==> src/rtl/dma_ag_pkg.sv <==
package dma_ag_pkg;

   typedef enum logic [2:0] {
      OP_WR_CTRL = 3'd0,
      OP_RD_CTRL = 3'd1,
      OP_RD_WC   = 3'd2,
      OP_RD_ADDR = 3'd3,
      OP_REINIT  = 3'd4,
      OP_LD_ADDR = 3'd5,
      OP_LD_WC   = 3'd6,
      OP_COUNT   = 3'd7
   } op_e;

   typedef enum logic [1:0] {
      TM_LAST_WORD = 2'd0,
      TM_WC_CMP    = 2'd1,
      TM_ADDR_CMP  = 2'd2,
      TM_WC_CARRY  = 2'd3
   } term_e;

   localparam int CTRL_BITS = 3;

   typedef struct packed {
      logic  dir_down;
      term_e term;
   } ctrl_t;

endpackage

==> src/rtl/dma_ag_ctrl.sv <==
module dma_ag_ctrl
   import dma_ag_pkg::*;
(
   input  logic                 clk,
   input  logic                 rst_n,
   input  logic                 wr_en,
   input  logic [CTRL_BITS-1:0] wr_bits,
   output ctrl_t                ctrl_q
);

   always_ff @(posedge clk or negedge rst_n) begin
      if (!rst_n) begin
         ctrl_q <= '0;
      end else if (wr_en) begin
         ctrl_q <= ctrl_t'(wr_bits);
      end
   end

endmodule

==> src/rtl/dma_ag_cnt.sv <==
module dma_ag_cnt #(
   parameter int W = 16
) (
   input  logic         clk,
   input  logic         rst_n,
   input  logic         load_en,
   input  logic [W-1:0] load_val,
   input  logic         restore_en,
   input  logic         restore_zero,
   input  logic         step_en,
   input  logic         step_down,
   output logic [W-1:0] cnt_q,
   output logic [W-1:0] init_q
);

   localparam logic [W-1:0] ONE = W'(1);

   logic [W-1:0] stepped;

   assign stepped = step_down ? (cnt_q - ONE) : (cnt_q + ONE);

   always_ff @(posedge clk or negedge rst_n) begin
      if (!rst_n) begin
         cnt_q  <= '0;
         init_q <= '0;
      end else if (load_en) begin
         cnt_q  <= load_val;
         init_q <= load_val;
      end else if (restore_en) begin
         cnt_q  <= restore_zero ? '0 : init_q;
      end else if (step_en) begin
         cnt_q  <= stepped;
      end
   end

endmodule

==> src/rtl/dma_ag_term.sv <==
module dma_ag_term
   import dma_ag_pkg::*;
#(
   parameter int W = 16
) (
   input  term_e        mode,
   input  logic         dir_down,
   input  logic [W-1:0] addr_q,
   input  logic [W-1:0] wc_q,
   input  logic [W-1:0] wc_init,
   output logic         hit
);

   localparam logic [W-1:0] ONE = W'(1);

   logic [W-1:0] addr_nxt;
   logic [W-1:0] wc_inc;

   assign addr_nxt = dir_down ? (addr_q - ONE) : (addr_q + ONE);
   assign wc_inc   = wc_q + ONE;

   always_comb begin
      unique case (mode)
         TM_LAST_WORD: hit = (wc_q == ONE);
         TM_WC_CMP:    hit = (wc_inc == wc_init);
         TM_ADDR_CMP:  hit = (addr_nxt == wc_init);
         TM_WC_CARRY:  hit = &wc_q;
         default:      hit = 1'b0;
      endcase
   end

endmodule

==> src/rtl/dma_addr_gen.sv <==
module dma_addr_gen
   import dma_ag_pkg::*;
#(
   parameter int DATA_W = 16
) (
   input  logic              clk,
   input  logic              rst_n,
   input  logic [2:0]        instr,
   input  logic [DATA_W-1:0] data_in,
   input  logic              cnt_strobe,
   output logic [DATA_W-1:0] data_out,
   output logic [DATA_W-1:0] addr_out,
   output logic              done
);

   localparam int PAD_W = DATA_W - CTRL_BITS;

   if (DATA_W < 8) begin : g_bad_width
      $error("dma_addr_gen: DATA_W must hold the 8-bit control byte");
   end

   op_e               op;
   ctrl_t             ctrl_q;
   logic              ctrl_dir;
   logic              step_ok;
   logic              hit;
   logic              wc_zero_on_restore;
   logic              wc_down;
   logic              clr_done;
   logic [DATA_W-1:0] addr_q, addr_init, wc_q, wc_init;
   logic [DATA_W-1:0] ctrl_rb;

   assign op       = op_e'(instr);
   assign ctrl_dir = ctrl_q.dir_down;
   assign step_ok  = (op == OP_COUNT) && cnt_strobe && !done;
   assign clr_done = (op == OP_REINIT) || (op == OP_LD_ADDR) || (op == OP_LD_WC);
   assign wc_zero_on_restore = (ctrl_q.term == TM_WC_CMP) || (ctrl_q.term == TM_ADDR_CMP);
   assign wc_down  = (ctrl_q.term == TM_LAST_WORD);

   dma_ag_ctrl u_ctrl (
      .clk     (clk),
      .rst_n   (rst_n),
      .wr_en   (op == OP_WR_CTRL),
      .wr_bits (data_in[CTRL_BITS-1:0]),
      .ctrl_q  (ctrl_q)
   );

   dma_ag_cnt #(.W(DATA_W)) u_addr (
      .clk          (clk),
      .rst_n        (rst_n),
      .load_en      (op == OP_LD_ADDR),
      .load_val     (data_in),
      .restore_en   (op == OP_REINIT),
      .restore_zero (1'b0),
      .step_en      (step_ok),
      .step_down    (ctrl_dir),
      .cnt_q        (addr_q),
      .init_q       (addr_init)
   );

   dma_ag_cnt #(.W(DATA_W)) u_wc (
      .clk          (clk),
      .rst_n        (rst_n),
      .load_en      (op == OP_LD_WC),
      .load_val     (data_in),
      .restore_en   (op == OP_REINIT),
      .restore_zero (wc_zero_on_restore),
      .step_en      (step_ok),
      .step_down    (wc_down),
      .cnt_q        (wc_q),
      .init_q       (wc_init)
   );

   dma_ag_term #(.W(DATA_W)) u_term (
      .mode     (ctrl_q.term),
      .dir_down (ctrl_dir),
      .addr_q   (addr_q),
      .wc_q     (wc_q),
      .wc_init  (wc_init),
      .hit      (hit)
   );

   always_ff @(posedge clk or negedge rst_n) begin
      if (!rst_n) begin
         done <= 1'b0;
      end else if (clr_done) begin
         done <= 1'b0;
      end else if (step_ok && hit) begin
         done <= 1'b1;
      end
   end

   if (PAD_W > 0) begin : g_rb_pad
      assign ctrl_rb = {{PAD_W{1'b0}}, ctrl_q};
   end else begin : g_rb_flat
      assign ctrl_rb = ctrl_q;
   end

   always_comb begin
      unique case (op)
         OP_RD_CTRL: data_out = ctrl_rb;
         OP_RD_WC:   data_out = wc_q;
         OP_RD_ADDR: data_out = addr_q;
         default:    data_out = '0;
      endcase
   end

   assign addr_out = addr_q;

   logic unused_ok;
   assign unused_ok = ^addr_init;

endmodule

==> config.mk <==
export PLATFORM = sky130hd
export DESIGN_NAME = dma_addr_gen
export DESIGN_NICKNAME = d
export VERILOG_FILES = /design/src/rtl/dma_ag_pkg.sv /design/src/rtl/dma_ag_ctrl.sv /design/src/rtl/dma_ag_cnt.sv /design/src/rtl/dma_ag_term.sv /design/src/rtl/dma_addr_gen.sv
export SDC_FILE = /design/constraint.sdc
export NUM_CORES = 1
export LEC_CHECK = 0
export BUFFER_PORTS_ARGS = -buffer_cell sky130_fd_sc_hd__buf_2
export CORE_MARGIN = 3
export CORE_UTILIZATION = 59
export DETAILED_ROUTE_END_ITERATION = 10
export HOLD_SLACK_MARGIN = 0.15
export PLACE_DENSITY = 0.8
export SETUP_SLACK_MARGIN = 0.3
export SLEW_MARGIN = 40
export SYNTH_ARGS = -nofsm -noshare
export SYNTH_HDL_FRONTEND = slang
export SYNTH_SLANG_ARGS = --single-unit
==> constraint.sdc <==
create_clock -name clk -period 7.9 [get_ports clk]
set_input_delay 0.395 -clock clk [delete_from_list [all_inputs] [get_ports clk]]
set_output_delay 0.395 -clock clk [all_outputs]
set_load 0.02 [all_outputs]
Word level (Yosys, flattened, before mapping). Cells that the tools add are included.

Register bits after elaboration: 68. Input bits: 22. Output and inout port bits: 33. Logic and storage cells: 50.

Add/sub/neg operators: 4. Equal/unequal tests: 13. Mux-type cells: 13. Reduce and logical (&&, ||, !) cells: 13.

Operators with widths (number): 16-bit 2-to-1 mux (9); 16-bit case mux with 3 select lines (1); 16-bit by 1-bit adder with 16-bit output (second input constant) (2); 16-bit == test (2); 16-bit by 1-bit subtractor with 16-bit output (second input constant) (2); 16-bit by 1-bit == test with 1-bit output (second input constant) (1); 16-bit AND reduction (1); 3-bit == test (second input constant) (4); 3-bit by 2-bit == test with 1-bit output (second input constant) (2); 3-bit nonzero test (2); 2-bit == test (second input constant) (2); 1-bit case mux with 4 select lines (1); 3-bit by 1-bit == test with 1-bit output (second input constant) (1); 1-bit logical AND (3); 3-bit zero test (1); 1-bit logical OR (3); 2-bit by 1-bit == test with 1-bit output (second input constant) (1); 2-bit zero test (1); 1-bit 2-to-1 mux (2); 2-bit nonzero test (1); 1-bit zero test (1).

Longest topological paths before layout.
Depth after elaboration: 7. Mapped depth: 10. Mapped depth without buffers: 10.

Hierarchy. Synthesis repeated with hierarchy kept, for this count alone.

Cells, all modules: 786. Area total of the unflattened synthesis: 6394.9 um2.

Modules (own cells, without submodules): dma_ag_cnt (instances 2, cells an instance 249, area an instance 2149.6 um2, seq. area each 800.8 um2); dma_ag_term (instances 1, cells an instance 224, area an instance 1594.0 um2, seq. area each 0.0 um2); dma_addr_gen (instances 1, cells an instance 58, area an instance 392.9 um2, seq. area each 25.0 um2); dma_ag_ctrl (instances 1, cells an instance 6, area an instance 108.9 um2, seq. area each 75.1 um2).

Worst setup path before layout. No wires, ideal clock.

Path kind: register to register. From: register u_ctrl.ctrl_q[2] (netlist name). To: register done. Library setup time: 0.104 ns. Data arrival time: 2.726 ns. Required time: 7.796 ns. Path slack: 5.071 ns. Cell stages (with the launch flop): 11. Buffers on the path: 1. Period minus slack after synthesis: 2.829 ns. Cells stage by stage: dfrtp_1 ha_1 buf_6 a21o_1 a221oi_4 o31ai_2 a31o_1 a211o_1 a31oi_1 nand4_1 o41ai_2.

Cells in the longest elaborated chain, start to end: 5.

Ends and longest elaborated chain: 16-bit 2-to-1 mux (RTL line dma_ag_term.sv:19) `assign addr_nxt = dir_down ? (addr_q - ONE) : (addr_q + ONE);`; 16-bit == test (RTL line dma_ag_term.sv:26) `TM_ADDR_CMP: hit = (addr_nxt == wc_init);`; 1-bit case mux with 4 select lines (RTL line dma_ag_term.sv:23) `unique case (mode)`; 1-bit logical AND (RTL line dma_addr_gen.sv:88) `end else if (step_ok && hit) begin`; 2-bit nonzero test (no source line); end signal, assigned (RTL line dma_addr_gen.sv:85) `done <= 1'b0;`; end signal, assigned (RTL line dma_addr_gen.sv:87) `done <= 1'b0;`; end signal, assigned (RTL line dma_addr_gen.sv:89) `done <= 1'b1;`; end, declared (RTL line dma_addr_gen.sv:13) `output logic done`.

Every way passes these cells. A chain may end at the register's enable or synchronous reset.

Final worst setup path.
From: register u_ctrl.ctrl_q[2] (netlist name). To: register done.

Cells in the longest elaborated chain, start to end: 5.

Ends and longest elaborated chain (RTL line): 16-bit 2-to-1 mux (dma_ag_term.sv:19); 16-bit == test (dma_ag_term.sv:26); 1-bit case mux with 4 select lines (dma_ag_term.sv:23); 1-bit logical AND (dma_addr_gen.sv:88); 2-bit nonzero test (no source line).

Every way passes these cells.

==> results.toml <==
[clock_network]
cts_tree = "done"
cts_sinks = 68
cts_root_buffer = "clkbuf_8"
cts_htree_levels = 3
cts-hold-fix-buffers = 0
clk_latency_ns = 0.35
ctsResizeCount = 0
cts.clk_slew.worst_paths_ns = 0.08
cts_made_buffers = 9
cts_setup_buffers = 0
cts_buffer_depth = 2

[power_and_ir_drop]
clockPowerShare = 0.167
vdd_drop_max_uv = 177
p_per_area_nw_per_um2 = 266
pwr-share-seq = 0.343
p_leak_uw = 0.00270
p_switching_uw = 731
internal_power_uw = 856
combPwrFrac = 0.490
switching_share = 0.461

[cells_and_area]
layout_commonest_cell = "nand2_1"
diodes = 0
final_layout_size_suffix_gt1_frac = 0.159
syn_to_final_growth_pct = 7.14
nets = 736
multiInputGateArea_um2 = 3570
finalNonFillerCells = 805
n_fill_cell = 753
final_util = 0.668
seq_area_um2 = 1700
final_cell_mix = "nand2_1 (94), dfrtp_1 (68), nor2_1 (57)"

[synthesis]
syn_nets = 712
synthFlopType = "dfrtp_1"
async_reset_ff_frac = 1.00
ys_seq_elements = 68
ys_seq_area_frac = 0.305
syn-cell-area_um2 = 5570
ys_types = 75
avgSynthCellArea_um2 = 8.33
synth_edf_count = 0
ys_warn_count = 0
syn_inst = 669

[sta]
finalSetupViolCount = 0
maxSlewHeadroom = 0.445
clock_skew_ns = 0.0102
period_share = 0.429
finalHoldViolations = 0
final.setup.worst_slack_ns = 4.51
max_freq_ghz = 0.295
worst_slew_pin_slew_ns = 0.832
tns_ns = 0
drv_slew = 0
rsz0062_at_grt = "no"
min_period_ns = 3.39

[place]
portBuffers = 54
dp_hpwl_mm = 12.4
pre_cts_ws_ns = 4.57
dp.cells = 790
place_congestion = 0.938

[floorplan]
initial_utilization = 0.624
die_w_um = 103
coreArea_um2 = 8930
die-area_um2 = 10600
rows = 34
die_height_um = 103
pin_count = 55

[worst_setup_path]
worstReg2RegEnd = "done"
reg2reg_from = "u_ctrl.ctrl_q[2]"
cp-end-kind = "flip-flop"
worst-setup-path-type = "flip-flop to flip-flop"
critPathSlowestCell = "dfrtp_1"
ff2ff_path_depth = 9
cpMostUsedCell = "xnor2_1"
path_depth = 9
arrival_ns = 3.65
critPathBufInv = 0
max_stage_delay_ns = 0.83
path_cells = "ha_1, a21o_1, a221oi_4, o31ai_2, xnor2_1, mux2i_1, xnor2_1, nand4_1, o41ai_2"
reg2reg_slack_ns = 4.51
cp.required_ns = 8.16
start_kind = "flip-flop"
cpLargestDelayFamily = "compound AO/OA/AOI/OAI gates"
crit_fanout = 21

[routing]
wirelength_mm = 17.2
highest_layer = "met4"
firstDrtPassIters = 8
drt_iter0_markers = 660
wl_met3_mm = 1.81
viasPerCell = 6.86
wl_per_cell_um = 21.3
drtAntennaViolNets = 0
drc = 0
wl_met1_mm = 7.28
dr_total_vias = 5523
routed-wl-met2_mm = 7.71

[run_status]
outcome = "complete, no violations"

[flow_run]
cap_violations = 0

[global_route]
grt_usage = 0.333
grt_pass1_vias = 4964
grt_pass1_wl_mm = 27.2
grt_antenna_before_repair = 0
grt_max_degree = 69
grt_overflow = 0

[worst_hold_path]
min_path_type = "input pin to asynchronous set/reset pin"
sequential cells by signal, summed over array words and instances, names as in the netlist:
| name | flops |
|---|---|
| u_addr.init_q | 16 |
| u_ctrl.ctrl_q | 3 |
| u_addr.cnt_q | 16 |
| u_wc.init_q | 16 |
| u_wc.cnt_q | 16 |
| done | 1 |
power by group through the flow:
stage	combinational, µW	clock (µW)	sequential (µW)
after floorplan	585	0	507
final	777	266	544
after global placement	738	0	538
after detailed placement	758	0	543
after CTS	763	267	535
after global routing	846	286	551
cell usage after synthesis, drive strengths merged (14+ instances only):
| cell | number | area share |
|---|---|---|
| nor2 | 57 | 0.038 |
| xnor2 | 18 | 0.028 |
| nor3 | 15 | 0.016 |
| dfrtp | 68 | 0.31 |
| clkbuf | 26 | 0.018 |
| nand3 | 21 | 0.019 |
| xor2 | 20 | 0.031 |
| buf | 23 | 0.026 |
| nand2 | 95 | 0.064 |
| mux2 | 19 | 0.039 |
| a222oi | 14 | 0.025 |
| a21oi | 34 | 0.031 |
| ha | 20 | 0.045 |
| mux2i | 27 | 0.048 |
| inv | 14 | 0.0094 |
| o21ai | 43 | 0.039 |
per-layer routing:
metal,GRT usage,up-vias
met5,0,-
met4,0.0886,0
met3,0.0537,35
met2,0.495,338
met1,0.504,2655
li1,-,2495
cell families (layout without fill, tap and decap cells):
family | Yosys count | in the layout | share of synthesized area
buffers and inverters | 64 | 92 | 0.0537
adders and majority gates | 21 | 21 | 0.0485
xor gates and xnor gates | 38 | 38 | 0.0597
and+or+nand+nor | 259 | 259 | 0.229
muxes | 46 | 46 | 0.0876
DFF | 68 | 68 | 0.305
AOI/OAI and AO/OA | 173 | 173 | 0.216
worst max path at each step:
stage                                 from  endpoint
after floorplan           u_ctrl.ctrl_q[2]      done
after global placement    u_ctrl.ctrl_q[2]      done
after detailed placement  u_ctrl.ctrl_q[2]      done
after CTS                 u_ctrl.ctrl_q[2]      done
after global routing      u_ctrl.ctrl_q[2]      done
final                     u_ctrl.ctrl_q[2]      done
per-stage QoR:
stage	hold WS, ns	instance area, µm²	total power [µW]
floorplan	0.0994	5570	1090
global placement	0.473	5800	1280
detailed placement	0.485	5800	1300
CTS	0.168	5970	1570
global route	0.189	5970	1680
finish	0.129	5970	1590
cell type report:
cell class / count / share of cell area
multi-input combinational: 537 / 0.599
clock inverter: 2 / 0.00168
timing repair buffer: 62 / 0.0560
sequential: 68 / 0.285
clock buffer: 13 / 0.0266
tap: 108 / 0.0226
inverter: 15 / 0.00943
Note: power is estimated with default switching activity, not from simulation.
